File: src/rtl/dcr_pkg.sv
package dcr_pkg;
    localparam int IDX_W    = 4;
    localparam int NUM_REGS = 8;
    localparam int DIM_W    = 16;
    localparam int BPP_W    = 8;
    localparam int MAX_VER  = 2;
    localparam int VER_W    = $clog2(MAX_VER + 1);
    localparam int EMU_BIT  = 8;
    localparam int EMU_BPP  = 8;

    typedef enum logic [IDX_W-1:0] {
        RI_VER  = 4'd0,
        RI_EN   = 4'd1,
        RI_WID  = 4'd2,
        RI_HGT  = 4'd3,
        RI_BPP  = 4'd4,
        RI_HBPP = 4'd5,
        RI_CAPS = 4'd6,
        RI_DONE = 4'd7
    } reg_id_e;

    typedef struct packed {
        logic [VER_W-1:0] ver;
        logic             en;
        logic [DIM_W-1:0] wid;
        logic [DIM_W-1:0] hgt;
        logic [BPP_W-1:0] bpp;
        logic             done;
    } regs_t;

    function automatic logic ver_ok(input logic [31:0] v);
        return v <= 32'(MAX_VER);
    endfunction

    function automatic logic bpp_ok(input logic [31:0] v, input int host, input logic emu);
        return emu && ((v == 32'(EMU_BPP)) || (v == 32'(host)));
    endfunction
endpackage

File: src/rtl/dcr_index.sv
module dcr_index
    import dcr_pkg::*;
(
    input  logic             clk,
    input  logic             rst,
    input  logic             load,
    input  logic [31:0]      wdata,
    output logic [IDX_W-1:0] idx,
    output logic             oob
);
    always_ff @(posedge clk) begin
        if (rst) begin
            idx <= '0;
            oob <= 1'b0;
        end else if (load) begin
            idx <= wdata[IDX_W-1:0];
            oob <= (wdata >= 32'(NUM_REGS));
        end
    end
endmodule

File: src/rtl/dcr_bank.sv
module dcr_bank
    import dcr_pkg::*;
#(
    parameter logic [31:0] CAPS     = 32'h0000_0100,
    parameter int          HOST_BPP = 32
) (
    input  logic             clk,
    input  logic             rst,
    input  logic             wr_en,
    input  logic [IDX_W-1:0] idx,
    input  logic             oob,
    input  logic [31:0]      wdata,
    output regs_t            q
);
    localparam logic EMU = CAPS[EMU_BIT];

    reg_id_e sel;
    assign sel = reg_id_e'(idx);

    always_ff @(posedge clk) begin
        if (rst) begin
            q <= '0;
        end else if (wr_en && !oob) begin
            unique case (sel)
                RI_VER:  if (ver_ok(wdata)) q.ver <= wdata[VER_W-1:0];
                RI_EN:   q.en  <= wdata[0];
                RI_WID:  q.wid <= wdata[DIM_W-1:0];
                RI_HGT:  q.hgt <= wdata[DIM_W-1:0];
                RI_BPP:  if (bpp_ok(wdata, HOST_BPP, EMU)) q.bpp <= wdata[BPP_W-1:0];
                RI_DONE: q.done <= wdata[0];
                default: ;
            endcase
        end
    end


    ver_range_chk: assert property (@(posedge clk) disable iff (rst)
        q.ver <= VER_W'(MAX_VER));


    bpp_legal_chk: assert property (@(posedge clk) disable iff (rst)
        (q.bpp == '0) || (q.bpp == BPP_W'(EMU_BPP)) || (q.bpp == BPP_W'(HOST_BPP)));


    generate
        if (!EMU) begin : g_ro
            bpp_frozen_chk: assert property (@(posedge clk) disable iff (rst)
                $stable(q.bpp));
        end
    endgenerate


    done_follow_chk: assert property (@(posedge clk) disable iff (rst)
        (wr_en && !oob && idx == RI_DONE) |=> (q.done == $past(wdata[0])));
endmodule

File: src/rtl/dcr_rdmux.sv
module dcr_rdmux
    import dcr_pkg::*;
#(
    parameter logic [31:0] CAPS     = 32'h0000_0100,
    parameter int          HOST_BPP = 32
) (
    input  logic             clk,
    input  logic             rst,
    input  logic             rd_stb,
    input  logic             port_sel,
    input  logic [IDX_W-1:0] idx,
    input  logic             oob,
    input  regs_t            q,
    output logic [31:0]      rdata,
    output logic             rvalid
);
    logic [31:0] word;

    always_comb begin
        word = '0;
        if (port_sel && !oob) begin
            unique case (reg_id_e'(idx))
                RI_VER:  word = 32'(q.ver);
                RI_EN:   word = 32'(q.en);
                RI_WID:  word = 32'(q.wid);
                RI_HGT:  word = 32'(q.hgt);
                RI_BPP:  word = 32'(q.bpp);
                RI_HBPP: word = 32'(HOST_BPP);
                RI_CAPS: word = CAPS;
                RI_DONE: word = 32'(q.done);
                default: word = '0;
            endcase
        end
    end

    always_ff @(posedge clk) begin
        if (rst) begin
            rdata  <= '0;
            rvalid <= 1'b0;
        end else begin
            rvalid <= rd_stb;
            if (rd_stb) rdata <= word;
        end
    end


    rvalid_chk: assert property (@(posedge clk) disable iff (rst)
        rd_stb |=> rvalid);


    oob_zero_chk: assert property (@(posedge clk) disable iff (rst)
        (rd_stb && port_sel && oob) |=> (rdata == '0));
endmodule

File: src/rtl/dcr_port.sv
module dcr_port
    import dcr_pkg::*;
#(
    parameter logic [31:0] CAPS     = 32'h0000_0100,
    parameter int          HOST_BPP = 32
) (
    input  logic        clk,
    input  logic        rst,
    input  logic        wr_stb,
    input  logic        rd_stb,
    input  logic        port_sel,
    input  logic [31:0] wdata,
    output logic [31:0] rdata,
    output logic        rvalid,
    output logic        disp_en,
    output logic        cfg_done
);
    logic [IDX_W-1:0] idx;
    logic             oob;
    regs_t            q;

    dcr_index u_idx (
        .clk   (clk),
        .rst   (rst),
        .load  (wr_stb && !port_sel),
        .wdata (wdata),
        .idx   (idx),
        .oob   (oob)
    );

    dcr_bank #(.CAPS(CAPS), .HOST_BPP(HOST_BPP)) u_bank (
        .clk   (clk),
        .rst   (rst),
        .wr_en (wr_stb && port_sel),
        .idx   (idx),
        .oob   (oob),
        .wdata (wdata),
        .q     (q)
    );

    dcr_rdmux #(.CAPS(CAPS), .HOST_BPP(HOST_BPP)) u_rd (
        .clk      (clk),
        .rst      (rst),
        .rd_stb   (rd_stb),
        .port_sel (port_sel),
        .idx      (idx),
        .oob      (oob),
        .q        (q),
        .rdata    (rdata),
        .rvalid   (rvalid)
    );

    assign disp_en  = q.en;
    assign cfg_done = q.done;


    en_follow_chk: assert property (@(posedge clk) disable iff (rst)
        (wr_stb && port_sel && !oob && idx == RI_EN) |=> (disp_en == $past(wdata[0])));
endmodule

File: config.mk
export PLATFORM = sky130hd
export DESIGN_NAME = dcr_port
export DESIGN_NICKNAME = d
export VERILOG_FILES = /design/src/rtl/dcr_pkg.sv /design/src/rtl/dcr_index.sv /design/src/rtl/dcr_bank.sv /design/src/rtl/dcr_rdmux.sv /design/src/rtl/dcr_port.sv
export SDC_FILE = /design/constraint.sdc
export NUM_CORES = 1
export LEC_CHECK = 0
export BUFFER_PORTS_ARGS = -buffer_cell sky130_fd_sc_hd__buf_4
export CAP_MARGIN = 0
export CORE_ASPECT_RATIO = 1.5
export CORE_UTILIZATION = 40
export DETAILED_ROUTE_END_ITERATION = 8
export GPL_TIMING_DRIVEN = 0
export PLACE_DENSITY = 0.69
export REMOVE_ABC_BUFFERS = 1
export SYNTH_ARGS = -nofsm -noshare
export SYNTH_HDL_FRONTEND = slang
export SYNTH_SLANG_ARGS = --single-unit
File: constraint.sdc
create_clock -name clk -period 2.9 [get_ports clk]
set_clock_uncertainty 0.15 [all_clocks]
set_input_delay 0.29 -clock clk [delete_from_list [all_inputs] [get_ports clk]]
set_output_delay 0.29 -clock clk [all_outputs]
set_load 0.02 [all_outputs]
==> summary.txt <==
===============================================================================================
I/O pin count                                                                                72
Full die area                                                                          7700 µm²
Ys flop type                                                                       sky130_fd_sc_hd__dfxtp_1
Highest-delay cell along the critical path                                         sky130_fd_sc_hd__dfxtp_1
CTS tree                                                                                    yes
Summed area of non-filler cells in the final layout                                    3510 µm²
Post-DP Area                                                                           3280 µm²
Worst vdd ir                                                                             296 µV
Source-to-sink clock delay at the later pin of the worst-skew pair                      0.33 ns
Number of buffers added on ports                                                             55
Post-synthesis register bit count                                                            66
Inst Count DP                                                                               481
Count of placed standard cells in the final layout, fillers left out                        499
Slew Limit Headroom                                                                       0.494
Fraction of registers with async set/reset                                                    0
Class of the most critical setup path                                                reg -> reg
Final antenna diode count                                                                     0
Post-CTS Setup Bufs                                                                           0
Post-layout util                                                                          0.502
Synth unique cells                                                                           40
Final cycle utilization of the critical path                                              0.804
Layout overhead on the synthesized area                                                   19.5%
Mapped Avg Cell Area                                                                   8.30 µm²
Count of flip-flops with a built-in enable after synthesis                                    0
Count of pins over their slew limit                                                           0
Vias in the first global route                                                            2,380
Fraction of layout cells with a size suffix above 1                                       0.189
Detail-routed net length per standard cell                                              14.0 µm
Syn Std Cell Area                                                                      2940 µm²
Outcome                                                                            finished clean
Areal power density over the cells                                                   538 nW/µm²
Final weighted congestion in routability-driven placement                                 0.766
Crit path time final                                                                    2.33 ns
Die span in x                                                                           72.0 µm
Final wirelength                                                                        6970 µm
All-layer global routing usage                                                            0.194
Number of vias after detailed routing                                                     2,563
Critical Path RT                                                                        3.01 ns
Worst-case clock buffer depth                                                                 2
Number of cells produced by synthesis                                                       354
Endpoint type of the worst setup path                                                 flip-flop
Hold-fix buffer count after cts                                                               0
First-pass GRT wire length                                                            11,300 µm
Vias per cell                                                                              5.14
Crit-path leading delay family                                                     simple AND/OR/NAND/NOR gates
Static power due to leakage                                                             1.26 nW
1st-iter DRT viols                                                                          189
Residual DRC count                                                                            0
Delay of the slowest critical-path stage                                                0.63 ns
Transition time at the pin with the least slew margin                                  0.756 ns
Buffers & Inverters on Critical Path                                                          0
Cell chain of the critical path                                                    and4bb_2 -> and2_1 -> nand2_1 -> a21oi_1
Effective utilization at floorplan                                                        0.420
Pre-antenna DRT Iters                                                                         4
RSZ-0062 raised after global routing                                                      false
Hold violation total from the final report                                                    0
Post-route worst hold slack                                                           0.0629 ns
Clock input transition at the sequential cells of the worst setup and hold paths        0.07 ns
Initial antenna violation count                                                               0
Part of the Yosys area used for sequential elements                                       0.450
Setup violation total in the final timing report                                              0
Highest clock frequency the design can meet                                           0.429 GHz
Cts repair resizes                                                                            0
Total negative slack                                                                       0 ns
CTS Buf Count                                                                                 9
Yosys warning count                                                                           0
Total number of nets in the final design                                                    434
Die Y                                                                                    107 µm
Number of sinks handled by clock tree synthesis                                              66
CTS Root Buffer Type                                                               sky130_fd_sc_hd__clkbuf_8
Count of nets left with antenna violations after detail routing                               0
Data arrival at the endpoint of the critical path                                       2.44 ns
H-tree levels                                                                                 3
CP Max Fanout                                                                                17
Startpoint Class                                                                      flip-flop
Detailed placement HPWL                                                                 4550 µm
Final global-route overflow total                                                             0
Type of the worst min-delay path                                                      in -> reg
Maximum number of pins on one net before global-route repair                                 71
MaxCap Viol Count                                                                             0
Site row count                                                                               37
Core area                                                                              6990 µm²
===============================================================================================
==> worst min-delay path, stage by stage <==
cell and delay (ns):
sky130_fd_sc_hd__buf_4 0.12, sky130_fd_sc_hd__nand2_1 0.05, sky130_fd_sc_hd__a21oi_1 0.05
==> kinds of logic (layout without fill, tap and decap cells) <==
family | after synthesis | count (layout) | synth area share
AND/OR/NAND/NOR | 157 | 157 | 0.263
flip-flops | 66 | 66 | 0.450
multiplexers | 8 | 8 | 0.0273
other | 1 | 16 | 0.00128
AO/OA/AOI/OAI | 78 | 78 | 0.167
XOR/XNOR | 1 | 1 | 0.00298
buffers and inverters | 43 | 76 | 0.0886
==> layout make-up <==
class                      instances  area [µm²]
clock buffer                      15         186
tap                               97         121
fill                             690        3480
multi-input combinational        260        1410
clock inverter                     1        30.0
sequential                        66        1320
timing repair buffer              57         428
inverter                           3        11.3
==> cell usage in the layout, fill, tap and decap left out, types with 2 or more instances in the layout <==
cell type,netlist,final
sky130_fd_sc_hd__nand2_1,91,91
sky130_fd_sc_hd__dfxtp_1,66,66
sky130_fd_sc_hd__buf_4,23,57
sky130_fd_sc_hd__a21oi_1,44,44
sky130_fd_sc_hd__nor2_1,16,16
sky130_fd_sc_hd__conb_1,1,16
sky130_fd_sc_hd__a22oi_1,13,13
sky130_fd_sc_hd__clkbuf_8,0,13
sky130_fd_sc_hd__nand2b_1,10,10
sky130_fd_sc_hd__mux2i_1,8,8
sky130_fd_sc_hd__a2bb2oi_1,7,7
sky130_fd_sc_hd__nor3b_1,7,7
sky130_fd_sc_hd__nor4_1,7,7
sky130_fd_sc_hd__a21o_1,6,6
sky130_fd_sc_hd__nand3_1,4,4
sky130_fd_sc_hd__nand4_1,4,4
sky130_fd_sc_hd__and2_1,3,3
sky130_fd_sc_hd__nor2b_1,3,3
sky130_fd_sc_hd__nor3_1,3,3
sky130_fd_sc_hd__nor4b_4,2,2
sky130_fd_sc_hd__inv_1,2,2
sky130_fd_sc_hd__or4_1,2,2
sky130_fd_sc_hd__clkbuf_1,12,2
==> Yosys cell counts, drive strengths merged, types with 2 or more instances <==
cell      n  area share
or4       2      0.0051
nor2     16       0.020
a2bb2oi   7       0.021
nor4      7       0.015
nand4     4      0.0085
a22oi    13       0.033
inv       2      0.0026
mux2i     8       0.027
nand3     4      0.0068
nor3b     7       0.018
a21oi    45       0.078
and2      3      0.0064
nor4b     2       0.016
a21o      6       0.015
nor3      4       0.011
nor2b     3      0.0064
nand2b   10       0.021
clkbuf   13       0.017
dfxtp    66        0.45
buf      27       0.068
nand2    91        0.12
==> registers in the layout (all words and copies together) (netlist names) <==
register     flops
u_rd.rdata      16
u_idx.oob        1
u_rd.rvalid      1
u_idx.idx        4
u_bank.q        44
==> power breakdown <==
part	switching (W)	total (W)	internal, W	leakage, nW
clock	0.000333	0.000825	0.000493	0.110
combinational	0.0000846	0.000139	0.0000548	0.622
sequential	0.0000122	0.000925	0.000913	0.532
==> metrics by stage <==
stage	worst slack [ns]	power, W
2_1_floorplan	0.982	0.00100
3_3_place_gp	0.132	0.00108
3_5_place_dp	0.113	0.00108
4_1_cts	0.0905	0.00189
5_1_grt	0.314	0.00196
6_report	0.568	0.00189
==> path summary, 6_finish.rpt <==
check / to / cells past startpoint / startpoint / slack, ns
max: u_bank.q[22] / 4 / u_idx.idx[0] / 0.57
min: u_bank.q[37] / 3 / wdata[12] / 0.06
max reg2reg: u_bank.q[22] / 4 / u_idx.idx[0] / 0.57
min reg2reg: u_bank.q[32] / 2 / u_bank.q[32] / 0.30
==> metal layers <==
| metal | part of all wire | wire [µm] | global-route usage | vias up |
|---|---|---|---|---|
| met5 | 0 | 0 | 0 | - |
| met4 | 0.014 | 97 | 0.0770 | 0 |
| met3 | 0.058 | 407 | 0.0442 | 10 |
| met2 | 0.51 | 3560 | 0.338 | 93 |
| met1 | 0.42 | 2910 | 0.227 | 1191 |
| li1 | - | - | - | 1269 |
Note: power is estimated with default switching activity, not from simulation.
